[src/rtl/uart_sb_pkg.sv]
package uart_sb_pkg;
  typedef enum logic [2:0] {
    RX_IDLE  = 3'd0,
    RX_START = 3'd1,
    RX_DATA  = 3'd2,
    RX_STOP  = 3'd3,
    RX_FULL  = 3'd4
  } rx_state_e;

  localparam int CFG_W   = 3;
  localparam int CFG_GLB = 0;
  localparam int CFG_TX  = 1;
  localparam int CFG_RX  = 2;
endpackage

[src/rtl/uart_sb_tx.sv]
module uart_sb_tx #(
  parameter int DATA_W = 8,
  parameter int OVS    = 16
) (
  input  logic              clk,
  input  logic              rst,
  input  logic              en,
  input  logic              tick,
  input  logic              load,
  input  logic [DATA_W-1:0] din,
  output logic              idle,
  output logic              txd
);
  localparam int FRAME_W = DATA_W + 2;
  localparam int CNT_W   = $clog2(OVS);
  localparam int IDX_W   = $clog2(FRAME_W + 1);

  logic [FRAME_W-1:0] frame_q;
  logic [CNT_W-1:0]   cnt_q;
  logic [IDX_W-1:0]   idx_q;
  logic               busy_q;
  logic               txd_q;

  always_ff @(posedge clk) begin
    if (rst) begin
      frame_q <= '0;
      cnt_q   <= '0;
      idx_q   <= '0;
      busy_q  <= 1'b0;
      txd_q   <= 1'b1;
    end else if (!en) begin
      cnt_q  <= '0;
      idx_q  <= '0;
      busy_q <= 1'b0;
      txd_q  <= 1'b1;
    end else if (load) begin
      frame_q <= {1'b1, din, 1'b0};
      cnt_q   <= '0;
      idx_q   <= '0;
      busy_q  <= 1'b1;
      txd_q   <= 1'b0;
    end else if (busy_q && tick) begin
      if (cnt_q == CNT_W'(OVS - 1)) begin
        cnt_q <= '0;
        if (idx_q == IDX_W'(FRAME_W - 1)) begin
          busy_q <= 1'b0;
          txd_q  <= 1'b1;
        end else begin
          idx_q <= idx_q + 1'b1;
          txd_q <= frame_q[idx_q + 1'b1];
        end
      end else begin
        cnt_q <= cnt_q + 1'b1;
      end
    end
  end

  assign idle = !busy_q;
  assign txd  = txd_q;

  // a frame opens with a low start bit
  a_r3_start_low: assert property (@(posedge clk) disable iff (rst)
    $rose(busy_q) |-> !txd_q);
  // the line returns high when a frame ends
  a_r3_idle_high: assert property (@(posedge clk) disable iff (rst)
    $fell(busy_q) |-> txd_q);
endmodule

[src/rtl/uart_sb_rx.sv]
module uart_sb_rx
  import uart_sb_pkg::*;
#(
  parameter int DATA_W      = 8,
  parameter int OVS         = 16,
  parameter int SYNC_STAGES = 2
) (
  input  logic              clk,
  input  logic              rst,
  input  logic              en,
  input  logic              tick,
  input  logic              rxd,
  input  logic              ack,
  output logic              full,
  output logic [DATA_W-1:0] data,
  output logic              ferr
);
  localparam int CNT_W = $clog2(OVS);
  localparam int IDX_W = $clog2(DATA_W);
  localparam int HALF  = OVS / 2 - 1;

  logic [SYNC_STAGES-1:0] sync_q;
  logic                   prev_q;
  logic                   line;
  rx_state_e              st_q;
  logic [CNT_W-1:0]       cnt_q;
  logic [IDX_W-1:0]       idx_q;
  logic [DATA_W-1:0]      sh_q;
  logic                   ferr_q;

  assign line = sync_q[SYNC_STAGES-1];

  always_ff @(posedge clk) begin
    if (rst) begin
      sync_q <= '1;
      prev_q <= 1'b1;
    end else begin
      sync_q <= {sync_q[SYNC_STAGES-2:0], rxd};
      prev_q <= line;
    end
  end

  always_ff @(posedge clk) begin
    if (rst) begin
      st_q   <= RX_IDLE;
      cnt_q  <= '0;
      idx_q  <= '0;
      sh_q   <= '0;
      ferr_q <= 1'b0;
    end else if (!en) begin
      st_q  <= RX_IDLE;
      cnt_q <= '0;
    end else begin
      case (st_q)
        RX_IDLE: begin
          cnt_q <= '0;
          if (prev_q && !line) st_q <= RX_START;
        end
        RX_START: if (tick) begin
          if (cnt_q == CNT_W'(HALF)) begin
            cnt_q <= '0;
            idx_q <= '0;
            st_q  <= line ? RX_IDLE : RX_DATA;
          end else begin
            cnt_q <= cnt_q + 1'b1;
          end
        end
        RX_DATA: if (tick) begin
          if (cnt_q == CNT_W'(OVS - 1)) begin
            cnt_q <= '0;
            sh_q  <= {line, sh_q[DATA_W-1:1]};
            if (idx_q == IDX_W'(DATA_W - 1)) st_q <= RX_STOP;
            else idx_q <= idx_q + 1'b1;
          end else begin
            cnt_q <= cnt_q + 1'b1;
          end
        end
        RX_STOP: if (tick) begin
          if (cnt_q == CNT_W'(OVS - 1)) begin
            cnt_q  <= '0;
            ferr_q <= !line;
            st_q   <= RX_FULL;
          end else begin
            cnt_q <= cnt_q + 1'b1;
          end
        end
        RX_FULL: if (ack) st_q <= RX_IDLE;
        default: st_q <= RX_IDLE;
      endcase
    end
  end

  assign full = (st_q == RX_FULL);
  assign data = sh_q;
  assign ferr = ferr_q;

  // a disabled receiver returns to idle
  a_r2_disabled_idle: assert property (@(posedge clk) disable iff (rst)
    !en |=> st_q == RX_IDLE);
  // a finished byte is held until it is copied
  a_r9_hold_full: assert property (@(posedge clk) disable iff (rst)
    (st_q == RX_FULL && !ack && en) |=> (st_q == RX_FULL && $stable(sh_q)));
endmodule

[src/rtl/uart_shared_buf.sv]
module uart_shared_buf
  import uart_sb_pkg::*;
#(
  parameter int DATA_W      = 8,
  parameter int OVS         = 16,
  parameter int SYNC_STAGES = 2
) (
  input  logic              clk,
  input  logic              rst,
  input  logic              host_wr,
  input  logic [DATA_W-1:0] host_wdata,
  input  logic              host_rd,
  output logic [DATA_W-1:0] host_rdata,
  input  logic              cfg_wr,
  input  logic [CFG_W-1:0]  cfg_wdata,
  output logic              tx_empty,
  output logic              rx_ready,
  output logic              frame_err,
  output logic              overrun,
  input  logic              baud_tick,
  output logic              tx_out,
  output logic              tx_oe,
  input  logic              rx_in
);
  logic              tx_oe_q, rx_act_q;
  logic [DATA_W-1:0] data_q;
  logic              tx_pend_q, rx_rdy_q, ferr_q, ovr_q;
  logic              tx_idle, tx_load, rx_copy;
  logic              rx_full, rx_ferr;
  logic [DATA_W-1:0] rx_byte;

  assign tx_load = tx_pend_q && tx_idle && tx_oe_q;
  assign rx_copy = rx_full && !tx_pend_q && !host_wr;

  always_ff @(posedge clk) begin
    if (rst) begin
      tx_oe_q  <= 1'b0;
      rx_act_q <= 1'b0;
    end else if (cfg_wr) begin
      tx_oe_q  <= cfg_wdata[CFG_GLB] & cfg_wdata[CFG_TX];
      rx_act_q <= cfg_wdata[CFG_GLB] & cfg_wdata[CFG_RX];
    end
  end

  always_ff @(posedge clk) begin
    if (rst) begin
      data_q    <= '0;
      tx_pend_q <= 1'b0;
      rx_rdy_q  <= 1'b0;
      ferr_q    <= 1'b0;
      ovr_q     <= 1'b0;
    end else begin
      if (host_wr)      data_q <= host_wdata;
      else if (rx_copy) data_q <= rx_byte;

      if (host_wr)      tx_pend_q <= 1'b1;
      else if (tx_load) tx_pend_q <= 1'b0;

      if (rx_copy)      rx_rdy_q <= 1'b1;
      else if (host_rd) rx_rdy_q <= 1'b0;

      if (rx_copy && rx_ferr) ferr_q <= 1'b1;
      else if (host_rd)       ferr_q <= 1'b0;

      if (rx_copy && rx_rdy_q && !host_rd) ovr_q <= 1'b1;
      else if (host_rd)                    ovr_q <= 1'b0;
    end
  end

  uart_sb_tx #(.DATA_W(DATA_W), .OVS(OVS)) u_tx (
    .clk(clk), .rst(rst), .en(tx_oe_q), .tick(baud_tick),
    .load(tx_load), .din(data_q), .idle(tx_idle), .txd(tx_out)
  );

  uart_sb_rx #(.DATA_W(DATA_W), .OVS(OVS), .SYNC_STAGES(SYNC_STAGES)) u_rx (
    .clk(clk), .rst(rst), .en(rx_act_q), .tick(baud_tick), .rxd(rx_in),
    .ack(rx_copy), .full(rx_full), .data(rx_byte), .ferr(rx_ferr)
  );

  assign host_rdata = data_q;
  assign tx_empty   = !tx_pend_q;
  assign rx_ready   = rx_rdy_q;
  assign frame_err  = ferr_q;
  assign overrun    = ovr_q;
  assign tx_oe      = tx_oe_q;

  // the line rests high while the driver is off
  a_r1_off_high: assert property (@(posedge clk) disable iff (rst)
    !tx_oe_q |=> tx_out);
  // a byte handed to the shifter frees the register
  a_r4_empty_after_load: assert property (@(posedge clk) disable iff (rst)
    (tx_load && !host_wr) |=> tx_empty);
  // a copied byte shows up on the read port with the ready flag
  a_r5_copy_visible: assert property (@(posedge clk) disable iff (rst)
    rx_copy |=> (host_rdata == $past(rx_byte) && rx_ready));
  // a read clears the receive status
  a_r6_read_clears: assert property (@(posedge clk) disable iff (rst)
    (host_rd && !rx_copy) |=> (!rx_ready && !overrun && !frame_err));
  // copying over unread data flags an overrun
  a_r8_overrun: assert property (@(posedge clk) disable iff (rst)
    (rx_copy && rx_ready && !host_rd) |=> overrun);
  // a waiting host byte is never overwritten by received data
  a_r9_pending_kept: assert property (@(posedge clk) disable iff (rst)
    (!tx_empty && !host_wr && !tx_load) |=> $stable(host_rdata));
endmodule

[config.mk]
export PLATFORM = sky130hd
export DESIGN_NAME = uart_shared_buf
export DESIGN_NICKNAME = d
export VERILOG_FILES = /design/src/rtl/uart_sb_pkg.sv /design/src/rtl/uart_sb_tx.sv /design/src/rtl/uart_sb_rx.sv /design/src/rtl/uart_shared_buf.sv
export SDC_FILE = /design/constraint.sdc
export NUM_CORES = 1
export LEC_CHECK = 0
export BUFFER_PORTS_ARGS = -buffer_cell sky130_fd_sc_hd__buf_2
export CAP_MARGIN = 20
export CORE_MARGIN = 5
export CORE_UTILIZATION = 50
export CTS_CLUSTER_SIZE = 20
export DETAILED_ROUTE_END_ITERATION = 16
export GPL_ROUTABILITY_DRIVEN = 0
export PLACE_DENSITY = 0.68
export SLEW_MARGIN = 5
export SYNTH_ARGS = -nofsm -noshare
export SYNTH_HDL_FRONTEND = slang
export SYNTH_SLANG_ARGS = --single-unit
[constraint.sdc]
create_clock -name clk -period 3.75 [get_ports clk]
set_input_delay 0.75 -clock clk [delete_from_list [all_inputs] [get_ports clk]]
set_output_delay 0.75 -clock clk [all_outputs]
set_load 0.1 [all_outputs]
==> flow_summary_export.csv <==
group,metric,value,unit
global_route,antenna_found_initial,0,
clock_network,cts_max_level,2,
clock_network,post_cts_buffers,0,
routing,wl_per_cell,13.37,um
synthesis,synth_cell_types,52,
sta,tns,0,ns
finish,area_growth_syn_to_layout,11.54,%
placed_design,io_buffer_count,31,
floorplan,fp.dieW,81.54,um
power_and_ir_drop,peakVddDrop,291.2,uV
worst_setup_path,crit_path_end_kind,"primary output",
flow_run,max-cap-violations,0,
worst_setup_path,reg2reg_depth,5,
clock_network,cts_hold_buf,0,
power_and_ir_drop,total_power,1.113,mW
floorplan,dieHeight,81.54,um
finish,fin_nets,319,
routing,drt-total-wl,4.894,mm
power_and_ir_drop,powerDensity,389.9,nW/um^2
worst_setup_path,r2r_start,"u_tx.idx_q[0]",
sta,hold_viol,0,
finish,fillers,466,
clock_network,clock_latency,0.31,ns
synthesis,synth-async-reset-ratio,0,%
global_route,first_global_vias,1840,
synthesis,synth.avg_cell_area,9.512,sq um
worst_hold_path,min_to,"u_rx.sync_q[1]",
worst_setup_path,crit_fanout,6,
clock_network,cts_tree,"done",
sta,clock.fmax,505.3,MHz
clock_network,ctsLongestPathBuffers,2,
floorplan,core,5042,sq um
finish,final_core_util,56.60,%
routing,avgViaCountPerCell,5.260,
worst_setup_path,critPathSlowestCell,"buf_2",
global_route,grt_util_all_layers,15.94,%
sta,final_max_slew_viol_count,0,
synthesis,synth.area.mux_share,14.91,%
synthesis,synth_edf_count,0,
sta,holdWs,0.4195,ns
routing,vias,1925,
clock_network,cts_root_buf,"clkbuf_8",
routing,drt_iter0_drc,83,
finish,num_antenna_cells,0,
floorplan,row_count,26,
floorplan,initial_core_util,50.74,%
synthesis,syn_area,2559,sq um
sta,finalSetupViolations,0,
global_route,overflow,0,
worst_setup_path,r2r_slack,1.81,ns
finish,seq_area,1101,sq um
synthesis,ys_seq_area_share,43.03,%
clock_network,clk_pin_slew,0.11,ns
synthesis,synthAdderAreaFrac,2.934,%
placed_design,dpl.cell_count,358,
sta,fin_skew,0.007088,ns
worst_setup_path,crit_type,"reg2out",
synthesis,synthXorXnorAreaFrac,2.396,%
sta,worst_slew_pin_slew,0.7052,ns
clock_network,cts_sinks,55,
sta,min_period,1.979,ns
worst_setup_path,path_cells,"inv_1 -> buf_2",
floorplan,ios,32,
synthesis,synth_compound_area_share,11.39,%
sta,fin_crit_sh,52.78,%
global_route,grt_pass1_wl,8.224,mm
global_route,grt_max_degree,41,
power_and_ir_drop,leakagePower,1.246,nW
synthesis,syn-instance-count,269,
clock_network,post_cts_resized,0,
worst_setup_path,crit_required,3.00,ns
routing,ant_nets,0,
routing,dr.pass1.iters,4,
synthesis,synthFlopType,"dfxtp_1",
worst_setup_path,cp-start-kind,"register",
sta,rsz0062_at_grt,"no",
synthesis,syn-num-nets,293,
sta,slew_headroom,52.99,%
run_status,outcome,"finished clean",
worst_hold_path,min_from,"u_rx.sync_q[0]",
worst_setup_path,reg2reg_to,"u_tx.txd",
worst_setup_path,critical-path-max-stage-delay,0.43,ns
worst_setup_path,cp.arrival,1.23,ns
routing,drcViolationCount,0,
worst_hold_path,hold_depth,1,
floorplan,die_area,6648,sq um
synthesis,ys_warn_count,0,
synthesis,synth-simple-area-share,21.42,%
clock_network,numCtsBuffers,5,
worst_hold_path,hold_path_class,"reg2reg",
finish,multi_input_area,1358,sq um
finish,fin_cells,366,
synthesis,ys_seq_elements,55,
synthesis,synth_top_family_by_area,"simple AND/OR/NAND/NOR gates",
finish,final_layout_size_suffix_gt1_share,20.95,%
placed_design,dp_hpwl,3.587,mm
==> cells in the final DEF, fill, tap and decap left out, drive strengths merged, types with 4 or more instances in the layout <==
cell,count
dfxtp,55
nor2,39
buf,31
mux2i,28
a21oi,19
nand2,12
nand3,11
inv,11
mux2,9
nand2b,8
ha,6
nor3,5
clkbuf,5
or3b,4
xnor2,4
o21ai,4
==> cell families after synthesis <==
family,count (synthesis)
flops,55
xor+xnor,7
compound gates,41
simple gates,102
mux,37
buf+inv,21
fa+ha+maj,6
==> cell type report <==
class / count / area share [%]
Clock buffer: 5 / 2.411
Clock inverter: 3 / 1.754
Inverter: 9 / 1.184
Multi-Input combinational cell: 193 / 47.57
Sequential cell: 55 / 38.58
Tap cell: 70 / 3.069
Timing Repair Buffer: 31 / 5.436
==> power breakdown <==
part | internal (mW) | leakage [nW] | total [mW] | switching, mW
Combinational | 0.0256 | 0.739 | 0.0983 | 0.0727
Clock | 0.206 | 0.0607 | 0.414 | 0.207
Sequential | 0.593 | 0.446 | 0.601 | 0.00812
==> per-stage QoR <==
step | setup WS, ns | area (sq um)
after floorplan | 1.838 | 2559
after global placement | 1.728 | 2735
after detailed placement | 1.725 | 2735
after CTS | 1.757 | 2854
after global routing | 1.700 | 2854
final | 1.771 | 2854
==> state kept, by name, summed over array words and instances, names as in the netlist, 2 cells and up <==
register	count
u_rx.cnt_q	4
host_rdata	8
u_rx.data	8
u_rx.idx_q	3
u_tx.frame_q	9
u_rx.st_q	3
u_rx.sync_q	2
u_tx.idx_q	4
u_tx.cnt_q	4
==> cell usage after synthesis, types with 2 or more instances <==
cell / count / area share (%)
a211oi_1: 3 / 0.88
a21oi_1: 19 / 3.7
and3_1: 3 / 0.73
buf_2: 2 / 0.39
buf_4: 5 / 1.5
clkbuf_1: 4 / 0.59
dfxtp_1: 55 / 43
ha_1: 6 / 2.9
inv_1: 9 / 1.3
mux2_2: 9 / 4.0
mux2i_1: 28 / 11
nand2_1: 12 / 1.8
nand2b_1: 8 / 2.0
nand3_1: 10 / 2.0
nand3b_1: 3 / 0.88
nor2_1: 39 / 5.7
nor3_1: 5 / 0.98
o21ai_0: 4 / 0.78
or2_2: 3 / 0.73
or3_1: 2 / 0.49
or3b_2: 4 / 1.4
xnor2_1: 4 / 1.4
xor2_1: 3 / 1.0
==> how the worst max path moves through the flow <==
stage | from | end
floorplan | tx_oe | u_tx.frame_q[7]
global placement | baud_tick | u_rx.ferr
detailed placement | baud_tick | u_rx.ferr
CTS | tx_pend_q | tx_empty
global route | u_tx.idx_q[0] | u_tx.txd
finish | tx_pend_q | tx_empty
==> per-layer routing <==
metal,vias up,part of all wire (%),global-route usage [%],routed length (um)
li1,992,-,-,-
met1,891,48,20.04,2362
met2,35,47,26.71,2284
met3,7,3.5,3.509,171
met4,0,1.6,5.743,76
met5,-,0,0,0
==> critical path, delay by kind of cell, from the launching register on <==
kind	cells	cell delay, ns
DFF	1	0.38
buffers and inverters	2	0.53
Power figures use the tool's default switching activity.
